===== src/rtl/serial_cfg_pkg.sv =====
package serial_cfg_pkg;

  // Stored image content: parity of the low 16 bits of (addr*13 + seed).
  function automatic logic image_bit(input int unsigned addr, input int unsigned seed);
    logic [31:0] mix;
    mix = addr * 32'd13 + seed;
    return ^mix[15:0];
  endfunction

endpackage


===== src/rtl/cfg_addr_ctr.sv =====
module cfg_addr_ctr #(
  parameter int DEPTH = 1024,
  parameter int AW    = $clog2(DEPTH + 1)
) (
  input  logic          clk,
  input  logic          clr,
  input  logic          adv,
  output logic [AW-1:0] addr_q,
  output logic [AW-1:0] addr_nxt,
  output logic          past_tc
);
  localparam logic [AW-1:0] TC = AW'(DEPTH);

  always_comb begin
    if (clr)
      addr_nxt = '0;
    else if (adv && (addr_q != TC))
      addr_nxt = addr_q + 1'b1;
    else
      addr_nxt = addr_q;
  end

  always_ff @(posedge clk) begin
    addr_q <= addr_nxt;
  end

  assign past_tc = (addr_q == TC);

endmodule


===== src/rtl/cfg_bit_store.sv =====
module cfg_bit_store #(
  parameter int DEPTH = 1024,
  parameter int SEED  = 0,
  parameter int AW    = $clog2(DEPTH + 1)
) (
  input  logic          clk,
  input  logic [AW-1:0] rd_addr,
  output logic          dout_q
);
  localparam int IW = (DEPTH > 1) ? $clog2(DEPTH) : 1;
  localparam logic [AW-1:0] TC = AW'(DEPTH);

  logic          mem [DEPTH];
  logic [IW-1:0] rd_idx;

  initial begin
    for (int i = 0; i < DEPTH; i++)
      mem[i] = serial_cfg_pkg::image_bit(i, SEED);
  end

  // The past-the-end address reads a harmless in-range cell.
  assign rd_idx = (rd_addr == TC) ? '0 : rd_addr[IW-1:0];

  always_ff @(posedge clk) begin
    dout_q <= mem[rd_idx];
  end

endmodule


===== src/rtl/cfg_pin_ctrl.sv =====
module cfg_pin_ctrl #(
  parameter bit RST_HIGH = 1'b1
) (
  input  logic rst_oe,
  input  logic ce_n,
  input  logic past_tc,
  output logic rst_act,
  output logic dout_en,
  output logic ceo_n
);
  generate
    if (RST_HIGH) begin : g_rst_high
      assign rst_act = rst_oe;
    end else begin : g_rst_low
      assign rst_act = ~rst_oe;
    end
  endgenerate

  logic selected;
  assign selected = ~rst_act & ~ce_n;

  assign dout_en = selected & ~past_tc;
  assign ceo_n   = ~(selected & past_tc);

endmodule


===== src/rtl/serial_cfg_rom.sv =====
module serial_cfg_rom #(
  parameter int DEPTH    = 1024,
  parameter int SEED     = 0,
  parameter bit RST_HIGH = 1'b1
) (
  input  logic clk,
  input  logic rst_oe,
  input  logic ce_n,
  output logic dout,
  output logic dout_en,
  output logic ceo_n
);
  localparam int AW = $clog2(DEPTH + 1);

  logic          rst_act;
  logic          past_tc;
  logic [AW-1:0] addr_q;
  logic [AW-1:0] addr_nxt;

  cfg_pin_ctrl #(.RST_HIGH(RST_HIGH)) u_pins (
    .rst_oe  (rst_oe),
    .ce_n    (ce_n),
    .past_tc (past_tc),
    .rst_act (rst_act),
    .dout_en (dout_en),
    .ceo_n   (ceo_n)
  );

  cfg_addr_ctr #(.DEPTH(DEPTH), .AW(AW)) u_ctr (
    .clk      (clk),
    .clr      (rst_act),
    .adv      (~ce_n),
    .addr_q   (addr_q),
    .addr_nxt (addr_nxt),
    .past_tc  (past_tc)
  );

  cfg_bit_store #(.DEPTH(DEPTH), .SEED(SEED), .AW(AW)) u_store (
    .clk     (clk),
    .rd_addr (addr_nxt),
    .dout_q  (dout)
  );

endmodule


===== config.mk =====
export PLATFORM = sky130hd
export DESIGN_NAME = serial_cfg_rom
export DESIGN_NICKNAME = d
export VERILOG_FILES = /design/src/rtl/serial_cfg_pkg.sv /design/src/rtl/cfg_addr_ctr.sv /design/src/rtl/cfg_bit_store.sv /design/src/rtl/cfg_pin_ctrl.sv /design/src/rtl/serial_cfg_rom.sv
export SDC_FILE = /design/constraint.sdc
export NUM_CORES = 1
export LEC_CHECK = 0
export ABC_AREA = 1
export BUFFER_PORTS_ARGS = -buffer_cell sky130_fd_sc_hd__buf_2
export CAP_MARGIN = 30
export CORE_MARGIN = 2
export CORE_UTILIZATION = 51
export CTS_BUF_LIST = sky130_fd_sc_hd__clkbuf_8 sky130_fd_sc_hd__clkbuf_16
export DETAILED_ROUTE_END_ITERATION = 8
export GPL_TIMING_DRIVEN = 0
export PLACE_DENSITY = 0.8
export SYNTH_ARGS = -nofsm -noshare
export SYNTH_HDL_FRONTEND = slang
export SYNTH_SLANG_ARGS = --single-unit

===== constraint.sdc =====
create_clock -name clk -period 2.8 [get_ports clk]
set_input_delay 0.56 -clock clk [delete_from_list [all_inputs] [get_ports clk]]
set_output_delay 0.56 -clock clk [all_outputs]
set_load 0.01 [all_outputs]

## Word level (Yosys, flattened, before mapping)

Memory sizes are Yosys's and may differ from the RTL's. A register that Yosys moved wholly into a read port is not among the register bits.
Cells that the tools add are included.

| storage, ports and cells | value |
|---|---|
| register bits | 11 |
| ROM bits | 1024 |
| output and inout port bits | 3 |
| word-level logic and storage cells | 17 |
| memories | 1 |

| cells by class | value |
|---|---|
| $add $sub $neg | 1 |
| equality and inequality tests | 3 |
| mux-type cells | 3 |
| bitwise gates (word level) | 7 |
| reduce and logical (&&, ||, !) cells | 1 |

Memories:

| memory | words | width | read ports | clocked after Yosys merged registers in | wr ports | RTL line | RTL |
|---|---|---|---|---|---|---|---|
| u_store.mem | 1024 | 1 | 1 | 1 | 0 | cfg_bit_store.sv:13 | `logic mem [DEPTH];` |

Operators by type and width:

| cell | count |
|---|---|
| $eq A11 B11 Y1 const B | 2 |
| $mux W11 | 2 |
| $add A11 B1 Y11 const B | 1 |
| $ne A11 B11 Y1 const B | 1 |
| $mux W10 | 1 |
| $not A1 Y1 | 4 |
| $and A1 B1 Y1 | 3 |
| $logic_and A1 B1 Y1 | 1 |

## Logic depth before layout (Yosys ltp)

Gate-level depths: netlist of run 1.

| logic depth | value |
|---|---|
| word-level depth | 6 |
| mapped depth | 26 |
| gate-level depth less buffers | 26 |

## Hierarchy

A second synthesis of run 1 with hierarchy kept.

| unflattened totals | value |
|---|---|
| cells, all modules | 361 |
| area total of the unflattened synthesis | 1895.6 µm² |

Modules (own cells, without submodules):

| module | instances | cells an instance | area an instance (µm²) | sequential area each (µm²) |
|---|---|---|---|---|
| cfg_bit_store | 1 | 240 | 1132.3 | 20.0 |
| cfg_addr_ctr | 1 | 114 | 729.4 | 220.2 |
| cfg_pin_ctrl | 1 | 6 | 30.0 | 0.0 |
| serial_cfg_rom | 1 | 1 | 3.8 | 0.0 |

## Worst setup path before layout of run 1

OpenSTA, ideal clock, no wires.

| timing | value |
|---|---|
| path type | register -> register |
| start point | register u_ctr.addr_q[0] |
| end point | register u_store.dout_q, read port of u_store.mem |
| library setup time | 0.112 ns |
| arrival | 2.675 ns |
| path slack | 0.012 ns |
| stages on the path, launching flop included | 23 |
| path buffers | 0 |
| clock period less this slack | 2.788 ns |
| path through | dfxtp_1 -> inv_1 -> ha_1 -> nand2_1 -> nor3_2 -> nand2_2 -> nand2_4 -> o21ai_0 -> inv_1 -> ha_1 -> inv_1 -> nand2_2 -> nand2_1 -> nor2_1 -> inv_1 -> nand3_1 -> nand3_1 -> o21ai_1 -> a21oi_1 -> a21oi_1 -> nand2_1 -> nand2_1 -> nand2_1 |

| between the ends | value |
|---|---|
| word-level cells in the longest chain between the ends | 6 |

RTL lines:

| element | RTL line | RTL |
|---|---|---|
| from (decl) | cfg_addr_ctr.sv:8 | `output logic [AW-1:0] addr_q,` |
| from (signal assigned) | cfg_addr_ctr.sv:24 | `addr_q <= addr_nxt;` |
| branches (longest 2 deep; another with $add A11 B1 Y11) | -- |  |
| $mux W11 (*) | cfg_addr_ctr.sv:17 | `else if (adv && (addr_q != TC))` |
| $mux W11 (*) | cfg_addr_ctr.sv:15 | `if (clr)` |
| via addr_nxt[1] | serial_cfg_rom.sv:18 | `logic [AW-1:0] addr_nxt;` |
| $eq A11 B11 Y1 | cfg_bit_store.sv:22 | `assign rd_idx = (rd_addr == TC) ? '0 : rd_addr[IW-1:0];` |
| $mux W10 (*) | cfg_bit_store.sv:22 |  |
| to (decl) | cfg_bit_store.sv:8 | `output logic dout_q` |

Mark *: on every way through the listed nets, which the timed path passes.

## Final worst setup path of run 1

Ends and elaborated chain as after synthesis.

==> flow_metrics.py, run 1 <==
metrics = {
    "detailed_routing": {
        "drc": 0,
        "met3_length_um": 269,
        "wl_per_cell_um": 12.7,
        "highest_layer": "met4",
        "met2WireLength_mm": 2.57,
        "wl_mm": 5.20,
        "met1Wirelength_mm": 2.26,
        "routed_via_density": 5.37,
        "vias": 2196,
        "first_pass_iters": 4,
        "ant_nets": 0,
        "first_iter_violations": 96,
    },
    "layout": {
        "fillers": 317,
        "final_cell_area_um2": 2400,
        "drive_above_1_share_pct": 33.8,
        "layout_commonest_cell": "nand2_1",
        "areaGrowthSynthToFinish_pct": 27.5,
        "num_antenna_cells": 0,
        "nets": 374,
        "layout_common_cells": "nand2_1 (113), inv_1 (36), nand3_1 (32)",
    },
    "clock_tree": {
        "clkLatencyLatePin_ps": 230,
        "cts_root_buf": "clkbuf_8",
        "cts_max_level": 1,
        "cts.sinks": 12,
        "cts_made_buffers": 3,
        "cts.hold.buffers_added": 0,
        "cts.reportedPaths.clkPinSlew_ps": 50,
        "clockBufferDepth": 2,
        "cts_tree": "built",
    },
    "placement": {
        "dp_hpwl_mm": 3.91,
        "pre_cts_ws_ps": -465,
        "placed_area_um2": 1970,
        "numPortBuffers": 5,
        "place_congestion": 0.940,
    },
    "floorplan": {
        "chipHeight_um": 64.7,
        "dieArea_um2": 4190,
        "die_x_um": 64.7,
        "core_area_um2": 3610,
        "start_util_pct": 52.2,
        "num_io_pins": 6,
        "core.rowCount": 22,
    },
    "worst_setup_path": {
        "reg2reg_depth": 21,
        "cp_common_cell": "nand2_1",
        "critPathArrivalTime_ps": 2970,
        "r2r_end": "u_store.dout_q",
        "worstSetupPathType": "reg2reg",
        "cp_cell_sequence": "inv_2 -> ha_4 -> nand2_4 -> nor3_4 -> nand2_2 -> nand2_4 -> buf_4 -> o21ai_4 -> inv_2 -> ha_4 -> nor2_4 -> nand2_1 -> nand4_1 -> nand2_1 -> inv_1 -> a21oi_1 -> nand2_1 -> a21oi_1 -> nand2_1 -> nand2_1 -> nand2_1",
        "worstReg2RegStart": "u_ctr.addr_q[0]",
        "endpoint_kind": "register",
        "rrSetupSlack_ps": -40,
        "crit_family": "simple AND/OR/NAND/NOR gates",
        "path_buf_inv": 4,
        "critPathMaxStageDelay_ps": 340,
        "critical_path.max_fanout": 7,
        "start_kind": "register",
        "slowest_stage": "ha_4",
        "cp.required_ps": 2930,
    },
    "grt": {
        "grt_max_degree": 11,
        "grt_pass1_vias": 2077,
        "track_usage_pct": 25.6,
        "grt_pass1_wl_mm": 8.69,
        "antenna_found_initial": 0,
        "overflow": 0,
    },
    "logic_synthesis": {
        "synth_cell_types": 29,
        "synth_cells": 340,
        "synth-seq-cells": 12,
        "syn-num-nets": 351,
        "yosysWarnings": 0,
        "syn_avg_cell_area_um2": 5.53,
        "seq_area_frac_synth_pct": 12.8,
        "syn_area_um2": 1880,
    },
    "job": {
        "drv_cap": 0,
    },
    "worst_hold_path": {
        "hold_path.class": "reg2reg",
        "holdPathStages": 4,
        "worstHoldStart": "u_ctr.addr_q[9]",
        "worst_hold_path.endpoint": "u_ctr.addr_q[9]",
    },
    "pwr": {
        "p_leak_nw": 1.21,
        "irDropWorstVdd_v": 0.000137,
        "power_density_nw_per_um2": 291,
    },
    "timing": {
        "setup_ws_ps": -39.0,
        "report.final.slew_viol_count": 0,
        "max_slew_margin_pct": 72.6,
        "rsz0062_at_grt": "true",
        "hold_viol": 0,
        "final-setup-viol-count": 1,
        "worst_pin_slew_ps": 411,
        "timing.final.crit_share_pct": 101,
        "max_freq_ghz": 0.352,
        "clock_skew_ps": 0.701,
        "timing.final.crit_period_ps": 2840,
    },
    "status": {
        "violations": "setup timing",
        "status": "complete, but fails checks",
    },
}
[state kept, by name, summed over array words and instances (netlist names)]
signal	cells
u_ctr.addr_q	11
u_store.dout_q	1
[cells by family after synthesis]
kind of cell	Yosys count	share of synthesized area (%)
xor+xnor	1	0.466
flops	12	12.8
compound gates	30	8.51
simple gates	232	60.2
buf+inv	57	12.7
fa+ha+maj	8	5.32
[report_power, final]
part           switching, mW  internal (mW)
sequential           0.00483          0.179
clock                 0.0574         0.0943
combinational          0.222          0.139
[final cells by class]
type	count	area (um2)	area share [%]
timing repair buffer	18	130	5.43
multi-input combinational	271	1680	70.1
inverter	48	188	7.82
tap	48	60.1	2.50
sequential	12	243	10.1
clock buffer	3	41.3	1.72
buffer	9	56.3	2.35
[cell usage after synthesis]
master,number,area (um2)
nand2_1,125,469
nand3_1,44,220
inv_1,43,161
nor2_1,21,78.8
a21oi_1,16,80.1
nand3_2,14,140
dfxtp_1,12,240
nand2_2,10,62.6
ha_1,8,100
buf_2,6,30.0
o21ai_0,6,30.0
nand4_1,5,31.3
o21ai_1,5,25.0
inv_2,4,15.0
nand2_4,3,33.8
a21oi_2,2,17.5
buf_6,2,22.5
nor2_2,2,12.5
nor2_4,2,22.5
and2_1,1,6.26
buf_1,1,3.75
inv_4,1,6.26
nand3_4,1,17.5
nor3_2,1,10.0
nor3_4,1,16.3
o211ai_1,1,7.51
or2_1,1,6.26
or2_2,1,6.26
xnor2_1,1,8.76
[worst max-delay path by stage]
stage,slack [ps],start,endpoint,depth (start not counted)
after floorplan,10,u_ctr.addr_q[0],u_store.dout_q,22
after global placement,-390,u_ctr.addr_q[0],u_store.dout_q,22
after detailed placement,-460,u_ctr.addr_q[0],u_store.dout_q,22
after CTS,-3,u_ctr.addr_q[1],u_store.dout_q,23
after global routing,-180,u_ctr.addr_q[0],u_store.dout_q,22
final,-40,u_ctr.addr_q[0],u_store.dout_q,21
[worst register-to-register path, stage by stage, from the launching register on]
cell     delay (ps)
dfxtp_2         330
inv_2            50
ha_4            150
nand2_4          70
nor3_4           40
nand2_2         120
nand2_4          80
buf_4           150
o21ai_4         190
inv_2           130
ha_4            340
nor2_4           40
nand2_1          60
nand4_1         220
nand2_1         130
inv_1            60
a21oi_1         150
nand2_1          70
a21oi_1         160
nand2_1          80
nand2_1          60
nand2_1          40
[metal layers]
| layer | GRT usage (%) | up-vias |
|---|---|---|
| met5 | 0 | - |
| met2 | 46.3 | 77 |
| li1 | - | 1124 |
| met3 | 0.868 | 12 |
| met1 | 32.8 | 983 |
| met4 | 7.71 | 0 |
[per-stage QoR]
stage | setup TNS, ps | power [mW] | instances | hold WS (ps) | util, %
after CTS | -3.00 | 0.652 | 406 | 610 | 62.2
after global routing | -182 | 0.747 | 409 | 682 | 66.5
final | -39.0 | 0.697 | 409 | 648 | 66.5
after detailed placement | -465 | 0.450 | 393 | 594 | 54.5
after global placement | -393 | 0.447 | 393 | 572 | 54.5
after floorplan | 0 | 0.397 | 340 | 536 | -
[what timing repair did]
| item | in CTS | in global routing |
|---|---|---|
| pin swaps | 17 | 24 |
| buffers inserted | 10 | 3 |
| endpoints found under the setup margin | 1 | 1 |
| gates resized for setup | 44 | 33 |
| hold endpoints to repair | 0 | 0 |
| gates cloned | 0 | 0 |
Power figures use the tool's default switching activity.
==> run 2, diff against run 1 <==
--- a/config.mk
+++ b/config.mk
@@ -13,7 +13,7 @@
 export CTS_BUF_LIST = sky130_fd_sc_hd__clkbuf_8 sky130_fd_sc_hd__clkbuf_16
 export DETAILED_ROUTE_END_ITERATION = 8
 export GPL_TIMING_DRIVEN = 0
-export PLACE_DENSITY = 0.8
+export PLACE_DENSITY = 0.77
 export SYNTH_ARGS = -nofsm -noshare
 export SYNTH_HDL_FRONTEND = slang
 export SYNTH_SLANG_ARGS = --single-unit
==> constraint.sdc (replaced) <==
create_clock -name clk -period 2.7 [get_ports clk]
set_input_delay 0.54 -clock clk [delete_from_list [all_inputs] [get_ports clk]]
set_output_delay 0.54 -clock clk [all_outputs]
set_load 0.01 [all_outputs]
==> run 2 against run 1 <==
Net effect:
- the run still ends with setup timing left
- design area increased by 1.5%
- clock power is 31% higher
- utilization rose by 1.0 points
- critical endpoint unchanged
- largest cell class unchanged
==> flow_metrics.py, run 2 (synthesized netlist as in run 1, its figures left out) <==
metrics = {
    "pwr": {
        "swShare_pct": 39.9,
        "seq_power_share_pct": 24.4,
        "power_density_nw_per_um2": 321,
        "p_leak_nw": 1.28,
        "irDropWorstVdd_v": 0.000155,
        "power_frac_clock_pct": 25.5,
        "comb_power_share_pct": 50.2,
        "internal_power_uw": 470,
        "p_switching_uw": 311,
    },
    "detailed_routing": {
        "drc": 0,
        "vias": 2291,
        "wl_per_cell_um": 13.5,
        "wl_mm": 5.66,
        "ant_nets": 0,
        "first_iter_violations": 99,
        "first_pass_iters": 4,
        "routed_via_density": 5.45,
    },
    "worst_setup_path": {
        "reg2reg_depth": 21,
        "start_kind": "register",
        "endpoint_kind": "register",
        "critPathArrivalTime_ps": 2940,
        "worstReg2RegStart": "u_ctr.addr_q[0]",
        "worstSetupPathType": "reg2reg",
        "r2r_end": "u_store.dout_q",
        "cp.required_ps": 2850,
        "rrSetupSlack_ps": -90,
        "critical_path.max_fanout": 5,
    },
    "layout": {
        "fin_cells": 420,
        "largest_reg_flops": 11,
        "drive_above_1_share_pct": 34.9,
        "layout_commonest_cell": "nand2_1",
        "multi_input_area_um2": 1630,
        "areaGrowthSynthToFinish_pct": 29.4,
        "fillers": 315,
        "regMostFlops": "u_ctr.addr_q",
        "final_cell_area_um2": 2430,
        "final_util_pct": 67.5,
        "regArea_um2": 245,
        "nets": 384,
        "reg_top3": "u_ctr.addr_q (11), u_store.dout_q (1)",
        "layout_common_cells": "nand2_1 (111), nand3_1 (37), inv_1 (36)",
        "num_antenna_cells": 0,
    },
    "timing": {
        "final-setup-viol-count": 1,
        "fin_setup_tns_ps": -91.4,
        "whs_ps": 622,
        "max_freq_ghz": 0.358,
        "clock_skew_ps": 1.67,
        "worst_pin_slew_ps": 371,
        "rsz0062_at_grt": "true",
        "timing.final.crit_share_pct": 103,
        "setup_ws_ps": -91.4,
        "max_slew_margin_pct": 75.3,
        "timing.final.crit_period_ps": 2790,
        "report.final.slew_viol_count": 0,
        "hold_viol": 0,
    },
    "clock_tree": {
        "clockBufferDepth": 2,
        "cts_root_buf": "clkbuf_8",
        "cts.reportedPaths.clkPinSlew_ps": 50,
        "cts_made_buffers": 3,
        "cts_tree": "built",
        "clkLatencyLatePin_ps": 250,
        "cts.hold.buffers_added": 0,
        "cts_max_level": 1,
        "cts.sinks": 12,
    },
    "floorplan": {
        "core_area_um2": 3610,
        "chipHeight_um": 64.7,
        "die_x_um": 64.7,
        "start_util_pct": 52.2,
        "num_io_pins": 6,
        "core.rowCount": 22,
        "dieArea_um2": 4190,
    },
    "worst_hold_path": {
        "hold_path.class": "reg2reg",
        "worstHoldStart": "u_ctr.addr_q[9]",
        "worst_hold_path.endpoint": "u_ctr.addr_q[9]",
        "holdPathStages": 4,
    },
    "grt": {
        "grt_pass1_vias": 2111,
        "grt_pass1_wl_mm": 9.14,
        "overflow": 0,
        "grt_util_met3_pct": 1.56,
        "track_usage_pct": 27.3,
        "antenna_found_initial": 0,
        "grt_max_degree": 11,
        "use_met1_pct": 34.9,
        "grtUsageMet2_pct": 47.8,
        "top_usage_layer": "met2",
    },
    "status": {
        "status": "complete, but fails checks",
        "violations": "setup timing",
    },
    "placement": {
        "numPortBuffers": 5,
        "dp_cells": 393,
        "place_congestion": 0.962,
        "placed_area_um2": 2000,
        "dp_hpwl_mm": 3.90,
    },
    "job": {
        "drv_cap": 0,
    },
}
[run 2: power by group through the flow]
stage          Clock, mW  Combinational [mW]  Sequential (mW)
2_1_floorplan          0               0.224            0.196
3_3_place_gp           0               0.284            0.194
3_5_place_dp           0               0.285            0.195
4_1_cts            0.198               0.337            0.190
5_1_grt            0.207               0.431            0.191
6_report           0.199               0.392            0.190
[run 2: critical path, stage by stage, from the launching register on]
cell	delay (ps)
dfxtp_4	350
inv_4	40
ha_4	150
nand2_4	70
nor3_4	40
nand2_2	110
nand2_4	90
buf_6	140
o21ai_4	240
inv_4	90
ha_4	290
nand2_2	110
nand2_8	120
nor2_4	40
o21ai_0	310
nand2_1	110
nand2_1	80
nand2_1	50
nand3_1	60
nand3_1	70
nand2_1	70
nand2_1	40
[run 2: worst max path at each step]
stage                         start        endpoint  slack [ps]  cells after the start
finish              u_ctr.addr_q[0]  u_store.dout_q         -90                     21
global route        u_ctr.addr_q[1]  u_store.dout_q        -270                     21
CTS                 u_ctr.addr_q[1]  u_store.dout_q           9                     23
detailed placement  u_ctr.addr_q[1]  u_store.dout_q        -380                     23
global placement    u_ctr.addr_q[0]  u_store.dout_q        -400                     23
floorplan           u_ctr.addr_q[0]  u_store.dout_q         -10                     23
[run 2: layout make-up]
type / instances / area share, %
Multi-Input combinational cell: 271 / 66.9
Sequential cell: 12 / 10.1
Timing Repair Buffer: 28 / 8.27
Inverter: 48 / 7.71
Tap cell: 48 / 2.47
Buffer: 9 / 2.31
Clock buffer: 4 / 2.26
[run 2: per-stage QoR]
| step | power, mW | worst slack [ps] |
|---|---|---|
| 2_1_floorplan | 0.420 | -15.0 |
| 3_3_place_gp | 0.478 | -405 |
| 3_5_place_dp | 0.480 | -379 |
| 4_1_cts | 0.725 | 8.96 |
| 5_1_grt | 0.828 | -275 |
| 6_report | 0.781 | -91.4 |
[run 2: per-layer routing]
| metal | part of all wire (%) | up-vias | routed length, um |
|---|---|---|---|
| met5 | 0 | - | 0 |
| met4 | 2.4 | 0 | 136 |
| met3 | 5.5 | 17 | 313 |
| met2 | 50 | 89 | 2830 |
| met1 | 42 | 1040 | 2370 |
| li1 | - | 1145 | - |
[run 2: what timing repair did]
item | in CTS | in global routing
pin swaps | 17 | 18
gates resized for setup | 34 | 24
endpoints found under the setup margin | 1 | 1
setup buffers | 15 | 8
